**config.mk**
```make
export PLATFORM = sky130hd
export DESIGN_NAME = rxu_top
export DESIGN_NICKNAME = d
export VERILOG_FILES = /design/src/rtl/rxu_pkg.sv /design/src/rtl/rxu_ctrl.sv /design/src/rtl/rxu_datapath.sv /design/src/rtl/rxu_top.sv
export SDC_FILE = /design/constraint.sdc
export NUM_CORES = 1
export LEC_CHECK = 0
export BUFFER_PORTS_ARGS = -buffer_cell sky130_fd_sc_hd__clkbuf_2
export CORE_MARGIN = 1.5
export CORE_UTILIZATION = 60
export DETAILED_ROUTE_END_ITERATION = 16
export PLACE_DENSITY = 0.94
export REMOVE_ABC_BUFFERS = 1
export SLEW_MARGIN = 10
export SYNTH_ARGS = -nofsm -noshare
export SYNTH_HDL_FRONTEND = slang
export SYNTH_HIERARCHICAL = 1
export SYNTH_SLANG_ARGS = --single-unit
```
**constraint.sdc**
```tcl
create_clock -name clk -period 2.9 [get_ports clk]
set_clock_uncertainty 0.2 [all_clocks]
set_input_delay 0.29 -clock clk [delete_from_list [all_inputs] [get_ports clk]]
set_output_delay 0.29 -clock clk [all_outputs]
set_load 0.01 [all_outputs]
```
**src/rtl/rxu_pkg.sv**
```systemverilog
package rxu_pkg;

  // control word as latched from the configuration inputs
  typedef struct packed {
    logic       parityOff;
    logic       evenPar;
    logic [1:0] wordSel;
  } rxCfg_t;

  // strobes from the sequencer to the datapath
  typedef struct packed {
    logic startFrame;
    logic takeData;
    logic takeParity;
    logic transfer;
  } rxStrobe_t;

endpackage

```
**src/rtl/rxu_ctrl.sv**
```systemverilog
module rxu_ctrl
  import rxu_pkg::*;
#(
  parameter int OVERSAMPLE = 16,
  parameter int DATA_MAX   = 8
) (
  input  logic                        clk,
  input  logic                        rst,
  input  logic                        lineIn,
  input  logic [1:0]                  wordSel,
  input  logic                        parityOn,
  output rxStrobe_t                   stb,
  output logic [$clog2(DATA_MAX)-1:0] bitIdx
);
  localparam int CNT_W = $clog2(OVERSAMPLE);
  localparam int IDX_W = $clog2(DATA_MAX);
  localparam logic [CNT_W-1:0] HALF_END = CNT_W'(OVERSAMPLE / 2 - 1);
  localparam logic [CNT_W-1:0] FULL_END = CNT_W'(OVERSAMPLE - 1);

  typedef enum logic [2:0] {S_IDLE, S_START, S_DATA, S_PARITY, S_STOP} rxState_t;

  rxState_t          state;
  logic [CNT_W-1:0]  cnt;
  logic              lineDly;
  logic [IDX_W-1:0]  lastIdx;
  logic              cellEnd;

  assign lastIdx = IDX_W'(4) + IDX_W'(wordSel);
  assign cellEnd = (cnt == FULL_END);

  always_ff @(posedge clk) begin
    if (rst) begin
      state   <= S_IDLE;
      cnt     <= '0;
      bitIdx  <= '0;
      lineDly <= 1'b1;
    end else begin
      lineDly <= lineIn;
      case (state)
        S_IDLE: begin
          cnt <= '0;
          if (lineDly && !lineIn) state <= S_START;
        end
        S_START: begin
          if (cnt == HALF_END) begin
            cnt    <= '0;
            bitIdx <= '0;
            state  <= lineIn ? S_IDLE : S_DATA;
          end else begin
            cnt <= cnt + 1'b1;
          end
        end
        S_DATA: begin
          cnt <= cnt + 1'b1;
          if (cellEnd) begin
            bitIdx <= bitIdx + 1'b1;
            if (bitIdx == lastIdx) state <= parityOn ? S_PARITY : S_STOP;
          end
        end
        S_PARITY: begin
          cnt <= cnt + 1'b1;
          if (cellEnd) state <= S_STOP;
        end
        S_STOP: begin
          cnt <= cnt + 1'b1;
          if (cellEnd) state <= S_IDLE;
        end
        default: state <= S_IDLE;
      endcase
    end
  end

  always_comb begin
    stb.startFrame = (state == S_START) && (cnt == HALF_END) && !lineIn;
    stb.takeData   = (state == S_DATA) && cellEnd;
    stb.takeParity = (state == S_PARITY) && cellEnd;
    stb.transfer   = (state == S_STOP) && cellEnd;
  end
endmodule

```
**src/rtl/rxu_datapath.sv**
```systemverilog
module rxu_datapath
  import rxu_pkg::*;
#(
  parameter int DATA_MAX = 8
) (
  input  logic                        clk,
  input  logic                        rst,
  input  logic                        lineIn,
  input  rxStrobe_t                   stb,
  input  logic [$clog2(DATA_MAX)-1:0] bitIdx,
  input  logic                        ctrlLoad,
  input  rxCfg_t                      cfgIn,
  input  logic                        daClearN,
  output rxCfg_t                      cfg,
  output logic [DATA_MAX-1:0]         holdData,
  output logic                        parityErr,
  output logic                        frameErr,
  output logic                        overrunErr,
  output logic                        dataAvail
);
  logic [DATA_MAX-1:0] shiftReg;
  logic                runXor;
  logic                parBit;
  logic                peReg;

  always_ff @(posedge clk) begin
    if (rst) cfg <= '0;
    else if (ctrlLoad) cfg <= cfgIn;
  end

  always_ff @(posedge clk) begin
    if (rst) begin
      shiftReg <= '0;
      runXor   <= 1'b0;
      parBit   <= 1'b0;
    end else if (stb.startFrame) begin
      shiftReg <= '0;
      runXor   <= 1'b0;
    end else if (stb.takeData) begin
      shiftReg[bitIdx] <= lineIn;
      runXor           <= runXor ^ lineIn;
    end else if (stb.takeParity) begin
      parBit <= lineIn;
    end
  end

  always_ff @(posedge clk) begin
    if (rst) begin
      holdData   <= '0;
      peReg      <= 1'b0;
      frameErr   <= 1'b0;
      overrunErr <= 1'b0;
      dataAvail  <= 1'b0;
    end else if (stb.transfer) begin
      holdData   <= shiftReg;
      peReg      <= ~cfg.parityOff & (runXor ^ parBit ^ ~cfg.evenPar);
      frameErr   <= ~lineIn;
      overrunErr <= dataAvail;
      dataAvail  <= 1'b1;
    end else if (!daClearN) begin
      dataAvail <= 1'b0;
    end
  end

  assign parityErr = peReg & ~cfg.parityOff;
endmodule

```
**src/rtl/rxu_top.sv**
```systemverilog
module rxu_top
  import rxu_pkg::*;
#(
  parameter int OVERSAMPLE  = 16,
  parameter int DATA_MAX    = 8,
  parameter int SYNC_STAGES = 2
) (
  input  logic                clk,
  input  logic                rst,
  input  logic                serialIn,
  input  logic                ctrlLoad,
  input  logic                cfgParityOff,
  input  logic                cfgEvenPar,
  input  logic [1:0]          cfgWordSel,
  input  logic                daClearN,
  input  logic                dataDisc,
  input  logic                statDisc,
  output logic [DATA_MAX-1:0] rxData,
  output logic                dataDrive,
  output logic                parityErr,
  output logic                frameErr,
  output logic                overrunErr,
  output logic                dataAvail,
  output logic                statusDrive
);
  localparam int IDX_W = $clog2(DATA_MAX);

  logic [SYNC_STAGES-1:0] syncReg;
  logic                   lineIn;
  rxStrobe_t              stb;
  rxCfg_t                 cfg;
  rxCfg_t                 cfgIn;
  logic [IDX_W-1:0]       bitIdx;

  always_ff @(posedge clk) begin
    if (rst) syncReg <= '1;
    else     syncReg <= {syncReg[SYNC_STAGES-2:0], serialIn};
  end
  assign lineIn = syncReg[SYNC_STAGES-1];

  assign cfgIn = '{parityOff: cfgParityOff, evenPar: cfgEvenPar, wordSel: cfgWordSel};

  rxu_ctrl #(.OVERSAMPLE(OVERSAMPLE), .DATA_MAX(DATA_MAX)) u_ctrl (
    .clk(clk), .rst(rst), .lineIn(lineIn), .wordSel(cfg.wordSel),
    .parityOn(~cfg.parityOff), .stb(stb), .bitIdx(bitIdx)
  );

  rxu_datapath #(.DATA_MAX(DATA_MAX)) u_dp (
    .clk(clk), .rst(rst), .lineIn(lineIn), .stb(stb), .bitIdx(bitIdx),
    .ctrlLoad(ctrlLoad), .cfgIn(cfgIn), .daClearN(daClearN), .cfg(cfg),
    .holdData(rxData), .parityErr(parityErr), .frameErr(frameErr),
    .overrunErr(overrunErr), .dataAvail(dataAvail)
  );

  assign dataDrive   = ~dataDisc;
  assign statusDrive = ~statDisc;
endmodule

```
== Yosys cells after proc, flatten, opt, wreduce, memory -nomap -nowiden ==
Index checks and enable logic that the tools add are counted.
Storage, ports and cells
  input bits: 11
  flip-flop bits (word level): 39
  output and inout port bits: 14
Cells by class
  equality and inequality tests: 14
  bitwise gates (word level): 12
  muxes and demuxes: 19
  order comparisons: 2
  reductions and logical operators: 16
  add/subtract/negate cells: 3
Operators by type and width (number)
  3-bit 2-to-1 mux: 9
  3-bit case mux with 5 select lines: 1
  2-bit by 1-bit inequality test with 1-bit output (second input constant): 6
  4-bit case mux with 3 select lines: 1
  8-bit bitwise mux: 1
  1-bit logical AND: 7
  1-bit NOT: 7
  3-bit by 2-bit == test with 1-bit output (second input constant): 2
  3-bit case mux with 2 select lines: 1
  3-bit AND reduction: 2
  6-bit AND reduction: 1
  4-bit by 1-bit adder with 4-bit output (second input constant): 1
  4-bit by 3-bit == test with 1-bit output (second input constant): 1
  4-bit == test (second input constant): 1
  3-bit by 4-bit < comparator with 1-bit output (second input constant): 1
  4-bit 2-to-1 mux: 1
  3-bit by 1-bit adder with 3-bit output (second input constant): 1
  3-bit by 2-bit adder with 3-bit output (first input constant): 1
  1-bit demux with 3-bit select: 1
  3-bit by 1-bit == test with 1-bit output (second input constant): 1
  3-bit == test: 1
  3-bit == test (second input constant): 1
  3-bit by 1-bit >= comparator with 1-bit output (second input constant): 1
  3-bit zero test: 1
  other kinds (10): 15

== Depth between registers and ports, before layout ==
  depth in word-level cells: 5
  depth in mapped cells: 7
  gate-level depth less buffers: 6

== Modules after synthesis ==
The synthesis kept the hierarchy.
Modules (own cells, without submodules)
  rxu_datapath: cells an instance 101, instances 1, area an instance 1067.3 µm²
  rxu_ctrl: cells an instance 80, instances 1, area an instance 703.2 µm²
  rxu_top: cells an instance 7, instances 1, area an instance 63.8 µm²

== Least setup slack after synthesis ==
No wires, ideal clock.
  kind: reg2reg
  from: register u_ctrl.cnt[0]
  to: register u_dp.shiftReg[0]
  period minus slack after synthesis: 1.907 ns
  path buffers: 1
  arrival time: 1.591 ns
  required time: 2.584 ns
  path slack: 0.993 ns
  cell stages (with the launch flop): 8
  setup time: 0.116 ns
  cells stage by stage: dfxtp_1 ha_1 nand3_1 nor3_1 buf_2 nor4b_4 mux2i_1 nor2_1
RTL lines
  from (decl): RTL line rxu_ctrl.sv:23  | logic [CNT_W-1:0] cnt;
  from (signal assigned): RTL line rxu_ctrl.sv:50  | cnt <= cnt + 1'b1;
  from (signal assigned): RTL line rxu_ctrl.sv:54  | cnt <= cnt + 1'b1;
  from (signal assigned): RTL line rxu_ctrl.sv:61  | cnt <= cnt + 1'b1;
  to (signal, indexed assignment): RTL line rxu_datapath.sv:40  | shiftReg[bitIdx] <= lineIn;
  to (decl): RTL line rxu_datapath.sv:21  | logic [DATA_MAX-1:0] shiftReg;

==> flow_summary.yaml <==
synth:
  leading_area_contributor_after_synthesis: "dfxtp_1"
  post_synth_most_frequent_cells: "39 x dfxtp_1, 31 x nor2_1, 24 x mux2i_1"
  postSynth.asyncResetShare_pct: 0
  synth.lib_cells_used.distinct: 48
  synth-seq-cells: 39
  most_numerous_cell_in_the_yosys_netlist: "dfxtp_1"
  synth-edff-count: 0
  synth.yosys.seq_area_share_pct: 42.6
  netlist_top_cells_area: "dfxtp_1 43%, mux2i_1 13%, nor2_1 6.3%"
  syn_area_per_cell_um2: 9.76
  syn_inst: 188
  post_synth_instance_area_mm2: 0.00183
  yosys.area.top_type_share_pct: 42.6
  most_used_dff_post_synth: "dfxtp_1"
  ys.warnings.count: 6
setup_path:
  timing.critical_path.cells: "or3b_4 -> nor4_1 -> or2_1 -> nor2_1"
  cp_top_family: "simple AND/OR/NAND/NOR gates"
  crit_path_start_kind: "flop"
  cell_at_the_slowest_stage_of_the_critical_path: "dfxtp_1"
  crit_required_ps: 2930
  critical-path-max-stage-delay_ps: 570
  cp_num_buf_inv: 0
  critPathCaptureType: "flop"
  crit_path_category: "reg -> reg"
  critical_path.max_fanout: 14
  worstPathArrival_ps: 2190
sta:
  fmax_mhz: 462
  final.setup.worst_slack_ps: 737
  final-max-slew-violation-count: 0
  final.setup.tns_ps: 0
  timing.final.crit_period_ps: 2160
  tightestPinTransition_ps: 629
  timing.slew.headroom_pct: 58.1
  finish_stage_setup_viols: 0
  report.final.hold_viol_count: 0
  min_period_over_period_pct: 74.6
  grt_setup_unrepaired: "no"
place:
  last_weighted_congestion_value_of_the_routability_driven_placer: 0.813
  port_buffers: 24
  placed_cells: 233
  dp_hpwl_um: 2410
  pre_cts_slack_ps: 797
finish:
  nNetsFinal: 228
  final_layout_size_suffix_gt1_share_pct: 20.8
  flow.area_growth_from_synthesis_pct: 12.1
  fin_cells: 247
  final.fill_count: 194
  num_antenna_cells: 0
clock_network:
  cts_made_buffers: 5
  worst_setup_hold_path_clk_slew_ps: 110
  ctsRootBufferMaster: "clkbuf_4"
  clock-sinks: 39
  insertion_delay_ps: 350
  cts_tree: "done"
  ctsHtreeMaxLevel: 2
  cts_max_path_buffers: 2
  cts.repair_timing.setup_buffer_count: 0
global_routing:
  grt_usage_pct: 26.0
  pin_count_of_the_biggest_net_entering_global_routing: 33
  antenna_found_initial: 0
  vias_in_the_first_global_route: 1425
  globalRoute.totalOverflow: 0
  wire_length_of_the_first_global_routing_pass_um: 6620
pwr:
  p_leak_nw: 0.845
  cellPowerDensity_mw_per_mm2: 500
  irDropWorstVdd_v: 0.000409
routing:
  drt-wirelength-per-cell_um: 15.3
  post_drt_via_cell_ratio: 5.91
  drt_first_iter_violations: 41
  dr_total_vias: 1461
  antenna_left: 0
  route.final.wire_length_um: 3790
  residual_drc_count: 1
  drt-pass1-iter-count: 10
outcome:
  violated_checks: "design-rule violations"
  run_status: "finished, violations left"
hold_path:
  worstHoldPathType: "in -> reg"
floorplanning:
  core_region_area_mm2: 0.00283
  die-height_um: 58.3
  floorplan.die.width_um: 58.3
  pin_count: 25
  initial_utilization_pct: 64.8
  rows: 19
  die-area_mm2: 0.00340
job:
  max_cap_violations: 0
routing by layer:
metal  wire length [um]  GRT usage (%)
met5                  0              0
met4                 90           14.3
met3                164           5.27
met2               1890           43.3
met1               1650           31.4
registers in the layout, indices dropped and copies added (netlist names):
| name | flops |
|---|---|
| u_dp/holdData | 8 |
| u_dp/shiftReg | 8 |
| u_ctrl/cnt | 4 |
| u_dp/cfg | 4 |
| u_ctrl/bitIdx | 3 |
| u_ctrl/state | 3 |
| syncReg | 2 |
| u_ctrl/lineDly | 1 |
| u_dp/dataAvail | 1 |
| u_dp/frameErr | 1 |
| u_dp/overrunErr | 1 |
| u_dp/parBit | 1 |
| u_dp/peReg | 1 |
| u_dp/runXor | 1 |
placed cells by master (no fill, tap or decap), drive strengths merged, types with 2 or more instances in the layout:
| cell | netlist | routed |
|---|---|---|
| a21oi | 6 | 6 |
| nand4b | 3 | 3 |
| clkbuf | 3 | 30 |
| nand2b | 3 | 3 |
| xor2 | 2 | 2 |
| xnor2 | 2 | 2 |
| or3b | 2 | 2 |
| ha | 2 | 2 |
| and3 | 2 | 2 |
| nor2 | 31 | 31 |
| nor2b | 3 | 3 |
| buf | 9 | 2 |
| nor3 | 3 | 3 |
| mux2i | 24 | 24 |
| nor3b | 3 | 3 |
| nor4 | 2 | 2 |
| dlygate4sd3 | 0 | 6 |
| a211oi | 2 | 2 |
| dfxtp | 39 | 39 |
| a22oi | 2 | 2 |
| nand2 | 8 | 8 |
| nand3 | 4 | 4 |
| or2 | 6 | 6 |
| inv | 6 | 6 |
| and4bb | 3 | 3 |
worst min-delay path: stages:
cell	delay, ps
clkbuf_2	160
mux2i_1	90
nor2_1	80
logic make-up (layout without fill, tap and decap cells):
logic type | count (synthesis) | in the layout | share of synthesized area (%)
adders and majority gates | 2 | 2 | 1.36
DFF | 39 | 39 | 42.6
buffers and inverters | 18 | 46 | 4.77
and+or+nand+nor | 77 | 77 | 24.1
AOI/OAI and AO/OA | 23 | 23 | 10.9
muxes | 24 | 24 | 13.1
xor gates and xnor gates | 5 | 5 | 3.14
area by class of cell:
type / instances / area (um2) / area share, %
clock buffers: 6 / 41.3 / 2.01
repair buffers: 32 / 195 / 9.49
multi-input cells: 131 / 966 / 47.0
well taps: 31 / 38.8 / 1.89
inverters: 6 / 22.5 / 1.09
flip-flops and latches: 39 / 781 / 38.0
clock inverters: 2 / 12.5 / 0.608
where the power goes:
part / switching [mW] / internal, mW / total, mW
combinational: 0.0902 / 0.0788 / 0.169
sequential: 0.0359 / 0.555 / 0.591
clock: 0.176 / 0.0936 / 0.269
total: 0.302 / 0.727 / 1.03
timing repair:
item | CTS | global route
hold buffers | 6 | 0
hold endpoints to repair | 6 | 0
gates resized for setup | 0 | 0
metrics by stage:
stage	util (%)	total power [mW]	hold WS (ps)	area, um2
2_1_floorplan	-	0.711	155	1770
3_3_place_gp	68.7	0.746	186	1940
3_5_place_dp	68.7	0.757	190	1940
4_1_cts	72.7	1.03	91.1	2060
5_1_grt	72.7	1.08	120	2060
6_report	72.7	1.03	115	2060
path summary, 6_finish.rpt:
check                  startpoint               end  slack, ps  cells after the start
hold reg to reg        syncReg[0]        syncReg[1]        220                      1
setup / recovery  u_ctrl/state[0]  u_dp/shiftReg[6]        740                      4
setup reg to reg  u_ctrl/state[0]  u_dp/shiftReg[6]        740                      4
hold / removal           ctrlLoad       u_dp/cfg[0]        110                      3
(Power assumes the default switching activity.)
